File: config.mk
export PLATFORM = sky130hd
export DESIGN_NAME = dual_issue_pair
export DESIGN_NICKNAME = d
export VERILOG_FILES = /design/src/rtl/dual_issue_pair.sv
export SDC_FILE = /design/constraint.sdc
export NUM_CORES = 1
export LEC_CHECK = 0
export ABC_CLOCK_PERIOD_IN_PS = 4370
export CORE_MARGIN = 4
export CORE_UTILIZATION = 44
export DETAILED_ROUTE_END_ITERATION = 10
export GPL_ROUTABILITY_DRIVEN = 0
export GPL_TIMING_DRIVEN = 0
export HOLD_SLACK_MARGIN = 0.12
export PLACE_DENSITY = 0.77
export SYNTH_ARGS = -nofsm -noshare
export SYNTH_HDL_FRONTEND = slang
export SYNTH_SLANG_ARGS = --single-unit
File: constraint.sdc
create_clock -name clk -period 4.37 [get_ports clk]
set_input_delay 0.437 -clock clk [delete_from_list [all_inputs] [get_ports clk]]
set_output_delay 0.437 -clock clk [all_outputs]
set_load 0.05 [all_outputs]
File: src/rtl/dual_issue_pair.sv
module dual_issue_pair #(
  parameter int RW   = 5,
  parameter int TAGW = 8
) (
  input  logic                      clk,
  input  logic                      rst_n,
  input  logic                      in0_valid,
  input  logic [8+3*RW+TAGW-1:0]    in0_instr,
  output logic                      in0_ready,
  input  logic                      in1_valid,
  input  logic [8+3*RW+TAGW-1:0]    in1_instr,
  output logic                      in1_ready,
  input  logic                      out_ready,
  output logic                      u_valid,
  output logic [8+3*RW+TAGW-1:0]    u_instr,
  output logic                      v_valid,
  output logic [8+3*RW+TAGW-1:0]    v_instr,
  output logic                      hold
);
  localparam int DW     = 8 + 3*RW + TAGW;
  localparam int F_SMP  = 0;
  localparam int F_UONL = 1;
  localparam int F_JMP  = 2;
  localparam int F_CJ   = 3;
  localparam int F_SCC  = 4;
  localparam int F_DV   = 5;
  localparam int F_AV   = 6;
  localparam int F_BV   = 7;
  localparam int DST_LO = 8;
  localparam int SA_LO  = 8 + RW;
  localparam int SB_LO  = 8 + 2*RW;

  logic [DW-1:0] slot0, slot1, n_slot0, n_slot1;
  logic [1:0]    occ, n_occ;

  logic both, raw_a, raw_b, waw, pair_ok;
  logic take_u, take_v;
  logic [1:0] cnt, rem;
  logic acc0, acc1;

  assign both  = occ[0] & occ[1];
  assign raw_a = slot0[F_DV] & slot1[F_AV] & (slot1[SA_LO +: RW] == slot0[DST_LO +: RW]);
  assign raw_b = slot0[F_DV] & slot1[F_BV] & (slot1[SB_LO +: RW] == slot0[DST_LO +: RW]);
  assign waw   = slot0[F_DV] & slot1[F_DV] & (slot1[DST_LO +: RW] == slot0[DST_LO +: RW]);

  assign pair_ok = both & slot0[F_SMP] & slot1[F_SMP] & ~slot0[F_JMP] & ~slot1[F_UONL]
                 & ~raw_a & ~raw_b & ~waw;

  assign u_valid = occ[0];
  assign u_instr = slot0;
  assign v_valid = pair_ok;
  assign v_instr = slot1;
  assign hold    = both & ~pair_ok;

  assign take_u = u_valid & out_ready;
  assign take_v = v_valid & out_ready;
  assign cnt    = {1'b0, occ[0]} + {1'b0, occ[1]};
  assign rem    = cnt - {1'b0, take_u} - {1'b0, take_v};

  assign in0_ready = (rem != 2'd2);
  assign in1_ready = (rem == 2'd0) & in0_valid;
  assign acc0      = in0_valid & in0_ready;
  assign acc1      = in1_valid & in1_ready;

  always_comb begin
    n_slot0 = slot0;
    n_slot1 = slot1;
    n_occ   = occ;
    if (take_v) begin
      n_occ = 2'b00;
    end else if (take_u) begin
      n_slot0 = slot1;
      n_occ   = {1'b0, occ[1]};
    end
    if (acc0) begin
      if (!n_occ[0]) begin
        n_slot0 = in0_instr;
        n_occ   = 2'b01;
        if (acc1) begin
          n_slot1 = in1_instr;
          n_occ   = 2'b11;
        end
      end else begin
        n_slot1 = in0_instr;
        n_occ   = 2'b11;
      end
    end
  end

  always_ff @(posedge clk or negedge rst_n) begin
    if (!rst_n) begin
      occ   <= 2'b00;
      slot0 <= '0;
      slot1 <= '0;
    end else begin
      occ   <= n_occ;
      slot0 <= n_slot0;
      slot1 <= n_slot1;
    end
  end


  occ_order_chk: assert property (@(posedge clk) disable iff (!rst_n) occ[1] |-> occ[0]);

  v_needs_u_chk: assert property (@(posedge clk) disable iff (!rst_n) v_valid |-> u_valid);

  simple_pair_chk: assert property (@(posedge clk) disable iff (!rst_n)
    v_valid |-> (u_instr[F_SMP] && v_instr[F_SMP]));

  no_jump_first_chk: assert property (@(posedge clk) disable iff (!rst_n)
    v_valid |-> !u_instr[F_JMP]);

  no_waw_chk: assert property (@(posedge clk) disable iff (!rst_n)
    (v_valid && u_instr[F_DV] && v_instr[F_DV]) |-> (u_instr[DST_LO +: RW] != v_instr[DST_LO +: RW]));

  u_only_chk: assert property (@(posedge clk) disable iff (!rst_n) v_valid |-> !v_instr[F_UONL]);

  stall_keep_chk: assert property (@(posedge clk) disable iff (!rst_n)
    (u_valid && !out_ready) |=> (u_valid && $stable(u_instr)));

  hold_retry_chk: assert property (@(posedge clk) disable iff (!rst_n)
    (hold && out_ready) |=> (u_valid && u_instr == $past(v_instr)));
endmodule

==> results of run 1 <==
## per-stage QoR
stage	setup WS, ns	utilization (%)	TNS [ns]
after floorplan	0.620	-	0
after global routing	-0.170	68.2	-3.30
final	0.235	68.2	0
after global placement	0.0333	65.7	0
after CTS	0.0378	68.1	0
after detailed placement	-0.0917	65.6	-1.21
## final cells by class
type	instances	area [um^2]
Fill cell	627	2340
Multi-Input combinational cell	265	1640
Sequential cell	64	1600
Timing Repair Buffer	133	1330
Clock buffer	12	135
Tap cell	99	124
Buffer	24	115
Clock inverter	4	45.0
Inverter	10	37.5
## what timing repair did
item,in CTS,in global routing
setup endpoints to repair,20,33
gates resized for setup,2,3
pin swaps,0,1
## flip-flops by register name (all words and copies together) (netlist names)
| signal | flops |
|---|---|
| v_instr | 31 |
| occ | 2 |
| u_instr | 31 |
## routing by layer
layer | GRT usage, % | up-vias
met3 | 7.66 | 23
met2 | 41.4 | 148
met1 | 30.8 | 1605
li1 | - | 1560
met5 | 0 | -
met4 | 8.65 | 0
## kinds of logic (layout without fill, tap and decap cells)
| logic type | Yosys count | count (layout) | share of synthesized area [%] |
|---|---|---|---|
| adders and majority gates | 3 | 3 | 1.33 |
| DFF | 64 | 64 | 47.3 |
| AOI/OAI and AO/OA | 45 | 45 | 8.10 |
| and+or+nand+nor | 172 | 172 | 26.0 |
| muxes | 29 | 29 | 8.58 |
| xor gates and xnor gates | 16 | 16 | 4.14 |
| buffers and inverters | 34 | 183 | 4.51 |
## worst max-delay path, stage by stage (launching register included)
cell       delay (ns)
dfrtp_1          0.49
xor2_1           0.21
nor4_2           0.42
nand2_1          0.20
nand4_1          0.17
inv_1            0.08
fa_1             0.50
inv_1            0.04
ha_1             0.18
xnor2_1          0.27
o21ai_2          0.19
a2111oi_1        0.50
a22oi_2          0.22
clkbuf_1         0.34
a21oi_1          0.22
## cell usage in the layout (no fill, tap or decap), types with 9 or more instances in the layout
cell type,n
nor3b_1,30
xnor2_1,12
clkbuf_1,13
mux2i_1,29
buf_2,11
clkdlybuf4s50_1,130
nor3_1,61
inv_1,10
dfrtp_1,64
nor2_1,64
a21oi_1,30
clkbuf_8,9
## worst max-delay path by stage
stage | from | to | slack [ns] | cells after the start
detailed placement | u_instr[9] | u_instr[12] | -0.09 | 14
global placement | u_instr[11] | u_instr[19] | 0.03 | 14
CTS | u_instr[9] | in0_ready | 0.04 | 11
floorplan | u_instr[11] | u_instr[10] | 0.62 | 14
global route | u_instr[11] | u_instr[20] | -0.17 | 14
finish | u_instr[9] | u_instr[11] | 0.23 | 14
## power breakdown
group / total (uW) / switching (uW) / internal [uW]
sequential: 1200 / 296 / 901
clock: 486 / 224 / 261
combinational: 3140 / 2030 / 1110
==> results.sh, run 1 <==
export IMPL_outcome="finished, final reports clean"
export IMPL_rr_endpoint="u_instr[11]"
export IMPL_num_vias=3336
export IMPL_numCtsBuffers=9
export IMPL_wl_per_cell_um=18.1
export IMPL_track_usage_pct=25.0
export IMPL_avgSynthCellArea_um2=9.32
export IMPL_power_uw=4820
export IMPL_fp_dieW_um=95.7
export IMPL_nets=577
export IMPL_arrival_ns=4.39
export IMPL_p_per_area_nw_per_um2=960
export IMPL_cts_tree="built"
export IMPL_wl_met3_um=968
export IMPL_synth_top_cell_area_share_pct=47.3
export IMPL_overflow=0
export IMPL_syn_inst=363
export IMPL_grt_pass1_wl_mm=17.3
export IMPL_design_core_area_um2=7370
export IMPL_seq_area_frac_synth_pct=47.3
export IMPL_final_cells=611
export IMPL_yosysTopAreaCell="dfrtp_1"
export IMPL_wl_mm=11.1
export IMPL_postSynthNetCount=433
export IMPL_first_iter_violations=136
export IMPL_synthTopCellsByArea="dfrtp_1 47%, nor3_1 9.0%, mux2i_1 8.6%"
export IMPL_yosysWarningCount=0
export IMPL_slew_limit_headroom_pct=45.0
export IMPL_placed_area_um2=4840
export IMPL_maxCapViolations=0
export IMPL_area_delta_synth_final_pct=48.6
export IMPL_dr_pass1_iters=4
export IMPL_dp_hpwl_mm=8.03
export IMPL_clkTransAtPathRegs_ns=0.07
export IMPL_n_antenna_cell=0
export IMPL_hp_class="in -> async"
export IMPL_hold_viol=0
export IMPL_clock_path_buffers=2
export IMPL_clk_latency_ns=0.34
export IMPL_grt_max_degree=65
export IMPL_required_ns=4.62
export IMPL_top_layer="met4"
export IMPL_grt_pass1_vias=3460
export IMPL_syn_area_um2=3380
export IMPL_met1_length_mm=4.45
export IMPL_die_area_um2=9160
export IMPL_start_util_pct=45.9
export IMPL_holdBufCountCts=0
export IMPL_tightest_slew_ns=0.825
export IMPL_finalClockSkew_ns=0.00692
export IMPL_drc=0
export IMPL_yosys_top_cells_count="64 x dfrtp_1, 64 x nor2_1, 61 x nor3_1"
export IMPL_r2r_setup_slack_ns=0.23
export IMPL_antenna_left=0
export IMPL_wl_met2_mm=5.38
export IMPL_yosys_register_bits=64
export IMPL_numClockSinks=64
export IMPL_worst_path_max_fanout=10
export IMPL_drive_above_1_share_pct=6.84
export IMPL_rsz0062_at_grt="yes"
export IMPL_die_y_um=95.7
export IMPL_async_flop_share_pct=100
export IMPL_io_pin_count=134
export IMPL_clock_root_buffer="clkbuf_8"
export IMPL_path_class="reg -> reg"
export IMPL_critPathLaunchType="flip-flop"
export IMPL_vias_per_cell=5.46
export IMPL_setup_viol=0
export IMPL_yosys_cell_types_count=36
export IMPL_max_freq_mhz=242
export IMPL_io_buffers=133
export IMPL_numPlacedInstances=595
export IMPL_irDropWorstVdd_mv=0.468
export IMPL_synth_edf_count=0
export IMPL_r2r_cells=14
export IMPL_fin_hold_ws_ns=0.197
export IMPL_grt_antenna_before_repair=0
export IMPL_ys_flop_type="dfrtp_1"
export IMPL_final_area_um2=5030
export IMPL_report_final_slew_viol_count=0
export IMPL_num_rows=31
export IMPL_reg2reg_from="u_instr[9]"
export IMPL_endpoint_kind="flip-flop"
export IMPL_cts_setup_buffers=0
export IMPL_cts_max_level=3
export IMPL_p_leak_uw=0.00200
export IMPL_fin_crit_ns=4.14
export IMPL_fin_crit_sh_pct=94.6
Note: power is estimated with default switching activity, not from simulation.
==> inputs of run 2 (changes only) <==
- CORE_ASPECT_RATIO: unset -> 0.7
==> run 2 against run 1 <==
  * Clock skew about the same
  * Largest cell class unchanged
  * Cell count decreased by 0.33%
  * Combinational power about the same
==> results.sh, run 2 (synthesized netlist as in run 1, its figures left out) <==
export IMPL_irDropWorstVdd_mv=0.531
export IMPL_die_y_um=81.4
export IMPL_nets=577
export IMPL_fin_crit_ns=4.12
export IMPL_p_leak_uw=0.00202
export IMPL_r2r_setup_slack_ns=0.25
export IMPL_maxCapViolations=0
export IMPL_antenna_left=0
export IMPL_clock_root_buffer="clkbuf_8"
export IMPL_grt_antenna_before_repair=0
export IMPL_crit_buf_inv=4
export IMPL_outcome="finished, final reports clean"
export IMPL_setup_worst_path_end="u_instr[13]"
export IMPL_hold_viol=0
export IMPL_final_cell_mix="130 x clkdlybuf4s50_1, 64 x nor2_1, 64 x dfrtp_1, 61 x nor3_1"
export IMPL_grt_pass1_vias=3400
export IMPL_critPathTopFamily="compound AO/OA/AOI/OAI gates"
export IMPL_r2r_cells=14
export IMPL_design_core_area_um2=7380
export IMPL_wl_per_cell_um=18.7
export IMPL_clk_latency_ns=0.34
export IMPL_first_iter_violations=228
export IMPL_fin_hold_ws_ns=0.195
export IMPL_crit_slowest_cell="fa_1"
export IMPL_final_cells=609
export IMPL_numCtsBuffers=9
export IMPL_fin_util_pct=68.2
export IMPL_grt_pass1_wl_mm=18.1
export IMPL_clock_path_buffers=2
export IMPL_fillers=629
export IMPL_vias_per_cell=5.53
export IMPL_tightest_slew_ns=0.824
export IMPL_worst_path_max_fanout=10
export IMPL_dr_pass1_iters=5
export IMPL_crit_start="u_instr[11]"
export IMPL_max_freq_mhz=243
export IMPL_grt_max_degree=65
export IMPL_clkTransAtPathRegs_ns=0.07
export IMPL_critPathLaunchType="flip-flop"
export IMPL_p_per_area_nw_per_um2=968
export IMPL_io_buffers=133
export IMPL_endpoint_kind="flip-flop"
export IMPL_rsz0062_at_grt="yes"
export IMPL_rr_endpoint="u_instr[13]"
export IMPL_numClockSinks=64
export IMPL_drive_above_1_share_pct=7.05
export IMPL_crit_top_cell="inv_1"
export IMPL_fp_dieW_um=113
export IMPL_start_util_pct=45.8
export IMPL_n_antenna_cell=0
export IMPL_slew_limit_headroom_pct=45.0
export IMPL_num_vias=3368
export IMPL_hp_class="in -> async"
export IMPL_crit_chain="xor2_1 > nor4_2 > nand2_1 > nand4_1 > inv_1 > fa_1 > inv_1 > ha_1 > xnor2_1 > o21ai_2 > inv_1 > a22oi_2 > clkbuf_1 > a21oi_1"
export IMPL_die_area_um2=9180
export IMPL_finalClockSkew_ns=0.00696
export IMPL_area_delta_synth_final_pct=48.9
export IMPL_holdBufCountCts=0
export IMPL_track_usage_pct=25.4
export IMPL_critPathMaxStageDelay_ns=0.50
export IMPL_dp_hpwl_mm=8.15
export IMPL_drc=0
export IMPL_wl_mm=11.4
export IMPL_arrival_ns=4.31
export IMPL_cts_tree="built"
export IMPL_final_common_cell="clkdlybuf4s50_1"
export IMPL_fin_crit_sh_pct=94.3
export IMPL_path_class="reg -> reg"
export IMPL_cts_max_level=3
export IMPL_io_pin_count=134
export IMPL_cp_depth=14
export IMPL_reg2reg_from="u_instr[11]"
export IMPL_numPlacedInstances=594
export IMPL_report_final_slew_viol_count=0
export IMPL_num_rows=26
export IMPL_cts_setup_buffers=0
export IMPL_required_ns=4.56
export IMPL_setup_viol=0
export IMPL_overflow=0
run 2: area by class of cell:
type	instances	area [um^2]	share of cell area, %
Inverter	10	37.5	0.745
Buffer	24	118	2.33
Clock buffer	11	141	2.81
Timing Repair Buffer	133	1330	26.5
Tap cell	98	123	2.43
Clock inverter	4	45.0	0.894
Sequential cell	64	1600	31.8
Multi-Input combinational cell	265	1640	32.5
run 2: through the flow:
step	setup WS [ns]	cell area [um^2]	setup TNS, ns	total power, uW
after floorplan	0.620	3380	0	3260
final	0.247	5040	0	4870
after detailed placement	-0.101	4830	-1.47	4350
after global routing	-0.0626	5040	-0.605	5130
after CTS	0.0276	5030	0	4870
after global placement	-0.000829	4840	-0.000829	4290
run 2: what timing repair did:
item,4_1_cts,5_1_grt
setup endpoints to repair,20,33
resized for setup,1,5
pin swaps,0,1
run 2: power breakdown:
part           internal [uW]  switching, uW
Sequential               901            309
Combinational           1110           2050
Clock                    273            228
run 2: worst min path at each step:
stage / from / endpoint / slack [ns] / cells past startpoint
floorplan: rst_n / occ[0] / 0.14 / 0
global placement: occ[1] / occ[1] / 0.53 / 1
detailed placement: occ[1] / occ[1] / 0.53 / 1
CTS: rst_n / u_instr[6] / 0.22 / 1
global route: rst_n / u_instr[9] / 0.25 / 1
finish: rst_n / u_instr[6] / 0.19 / 1
run 2: per-layer routing:
| metal | GRT usage, % | up-vias | wire [um] |
|---|---|---|---|
| met1 | 33.8 | 1617 | 5090 |
| li1 | - | 1557 | - |
| met4 | 6.36 | 0 | 108 |
| met5 | 0 | - | 0 |
| met2 | 39.9 | 180 | 5060 |
| met3 | 9.08 | 14 | 1110 |
==> inputs of run 3 (changes only) <==
- ABC_CLOCK_PERIOD_IN_PS: 4370 -> 4900
- CORE_UTILIZATION: 44 -> 47
- PLACE_DENSITY: 0.77 -> 0.82
- clock period: 4.37 -> 4.9 ns (I/O delays scaled with it)
==> run 3 against run 2 <==
  * Count of clock-buffer cells in the layout rose by 1
  * Largest cell class unchanged
  * Combinational power fell by 11%
  * Register-to-register slack improved by 0.37 ns
  * Clock skew fell by 0.00062 ns
  * Critical endpoint is now in1_ready
  * Sequential cell count did not move
  * Critical path type is now reg -> out
==> results.sh, run 3 (synthesized netlist as in run 1, its figures left out) <==
export IMPL_grt_pass1_wl_mm=17.2
export IMPL_setup_viol=0
export IMPL_multi_input_area_um2=1630
export IMPL_dp_worst_setup_slack_ns=0.517
export IMPL_wl_per_cell_um=18.0
export IMPL_power_uw=4270
export IMPL_rr_endpoint="u_instr[10]"
export IMPL_fin_crit_ns=4.36
export IMPL_numClockSinks=64
export IMPL_final_cells=603
export IMPL_holdBufCountCts=0
export IMPL_clock_root_buffer="clkbuf_8"
export IMPL_path_class="reg -> out"
export IMPL_finalClockSkew_ns=0.00633
export IMPL_seq_area_um2=1600
export IMPL_endpoint_kind="primary output"
export IMPL_die_y_um=79.0
export IMPL_cts_tree="built"
export IMPL_first_iter_violations=205
export IMPL_slew_limit_headroom_pct=45.7
export IMPL_start_util_pct=49.2
export IMPL_finalWorstSetupSlack_ns=0.537
export IMPL_io_pin_count=134
export IMPL_crit_start="u_instr[9]"
export IMPL_clock_path_buffers=2
export IMPL_irDropWorstVdd_mv=0.411
export IMPL_max_freq_mhz=229
export IMPL_nets=577
export IMPL_cts_max_level=3
export IMPL_num_rows=25
export IMPL_io_buffers=133
export IMPL_critPathLaunchType="flip-flop"
export IMPL_cts_setup_buffers=0
export IMPL_final_common_cell="clkdlybuf4s50_1"
export IMPL_final_cell_mix="132 x clkdlybuf4s50_1, 64 x nor2_1, 64 x dfrtp_1, 61 x nor3_1"
export IMPL_p_leak_uw=0.00198
export IMPL_crit_slowest_cell="clkdlybuf4s50_1"
export IMPL_required_ns=4.41
export IMPL_drc=0
export IMPL_numCtsBuffers=9
export IMPL_r2r_cells=14
export IMPL_p_per_area_nw_per_um2=854
export IMPL_report_final_slew_viol_count=0
export IMPL_crit_top_cell="inv_1"
export IMPL_maxCapViolations=0
export IMPL_grt_max_degree=65
export IMPL_area_delta_synth_final_pct=47.6
export IMPL_dr_pass1_iters=5
export IMPL_crit_chain="xor2_1 > nor4_2 > nand2_1 > nand4_1 > inv_1 > fa_1 > inv_1 > ha_1 > xnor2_1 > and3b_1 > clkdlybuf4s50_1"
export IMPL_placed_area_um2=4830
export IMPL_grt_antenna_before_repair=0
export IMPL_arrival_ns=3.87
export IMPL_num_vias=3339
export IMPL_n_antenna_cell=0
export IMPL_drive_above_1_share_pct=6.48
export IMPL_antenna_left=0
export IMPL_dp_hpwl_mm=7.88
export IMPL_critPathMaxStageDelay_ns=0.83
export IMPL_track_usage_pct=26.1
export IMPL_hold_viol=0
export IMPL_fp_dieW_um=109
export IMPL_reg2reg_from="u_instr[9]"
export IMPL_hp_class="in -> async"
export IMPL_worst_path_max_fanout=5
export IMPL_outcome="finished, final reports clean"
export IMPL_fin_crit_sh_pct=89.0
export IMPL_clkTransAtPathRegs_ns=0.06
export IMPL_die_area_um2=8640
export IMPL_numPlacedInstances=590
export IMPL_fillers=530
export IMPL_tightest_slew_ns=0.814
export IMPL_overflow=0
export IMPL_wl_mm=10.9
export IMPL_vias_per_cell=5.54
export IMPL_clk_latency_ns=0.34
export IMPL_grt_pass1_vias=3329
export IMPL_fin_tns_setup_ns=0
export IMPL_r2r_setup_slack_ns=0.62
export IMPL_design_core_area_um2=6880
export IMPL_rsz0062_at_grt="no"
export IMPL_final_area_um2=4990
-- run 3: how the worst max path moves through the flow --
stage / to / cells past startpoint
floorplan: u_instr[10] / 14
global placement: u_instr[19] / 14
detailed placement: u_instr[10] / 14
CTS: u_instr[10] / 14
global route: u_instr[10] / 14
finish: in1_ready / 11
-- run 3: area by class of cell --
| type | count | area share [%] |
|---|---|---|
| multi-input combinational | 265 | 32.7 |
| sequential | 64 | 32.1 |
| timing repair buffer | 133 | 26.6 |
| clock buffer | 12 | 3.11 |
| tap | 94 | 2.35 |
| buffer | 24 | 2.30 |
| inverter | 10 | 0.752 |
| clock inverter | 1 | 0.100 |
-- run 3: where the power goes --
part	internal, uW	switching (uW)	leakage [uW]
sequential	804	270	0.000712
combinational	992	1810	0.00119
clock	202	191	0.0000842
total	2000	2270	0.00198
-- run 3: per-stage QoR --
| stage | utilization [%] | hold WS, ns |
|---|---|---|
| floorplan | - | 0.194 |
| global placement | 70.2 | 0.531 |
| detailed placement | 70.2 | 0.535 |
| CTS | 72.5 | 0.271 |
| global route | 72.6 | 0.293 |
| finish | 72.6 | 0.258 |
-- run 3: repair_timing --
action	CTS	global route
endpoints found under the setup margin	0	3
hold endpoints to repair	0	0
resized for setup	0	1
-- run 3: worst max-delay path: cells and delay by family (launching register included) --
family | cells | cell delay, ns
fa+ha+maj | 2 | 0.69
flops | 1 | 0.49
xor+xnor | 2 | 0.46
buf+inv | 3 | 0.95
simple gates | 4 | 0.94
-- run 3: layer usage --
layer / part of all wire [%] / global-route usage (%) / wire length, um
met5: 0 / 0 / 0
met4: 1.5 / 8.09 / 162
met3: 10 / 8.12 / 1120
met2: 44 / 39.0 / 4790
met1: 44 / 36.3 / 4780
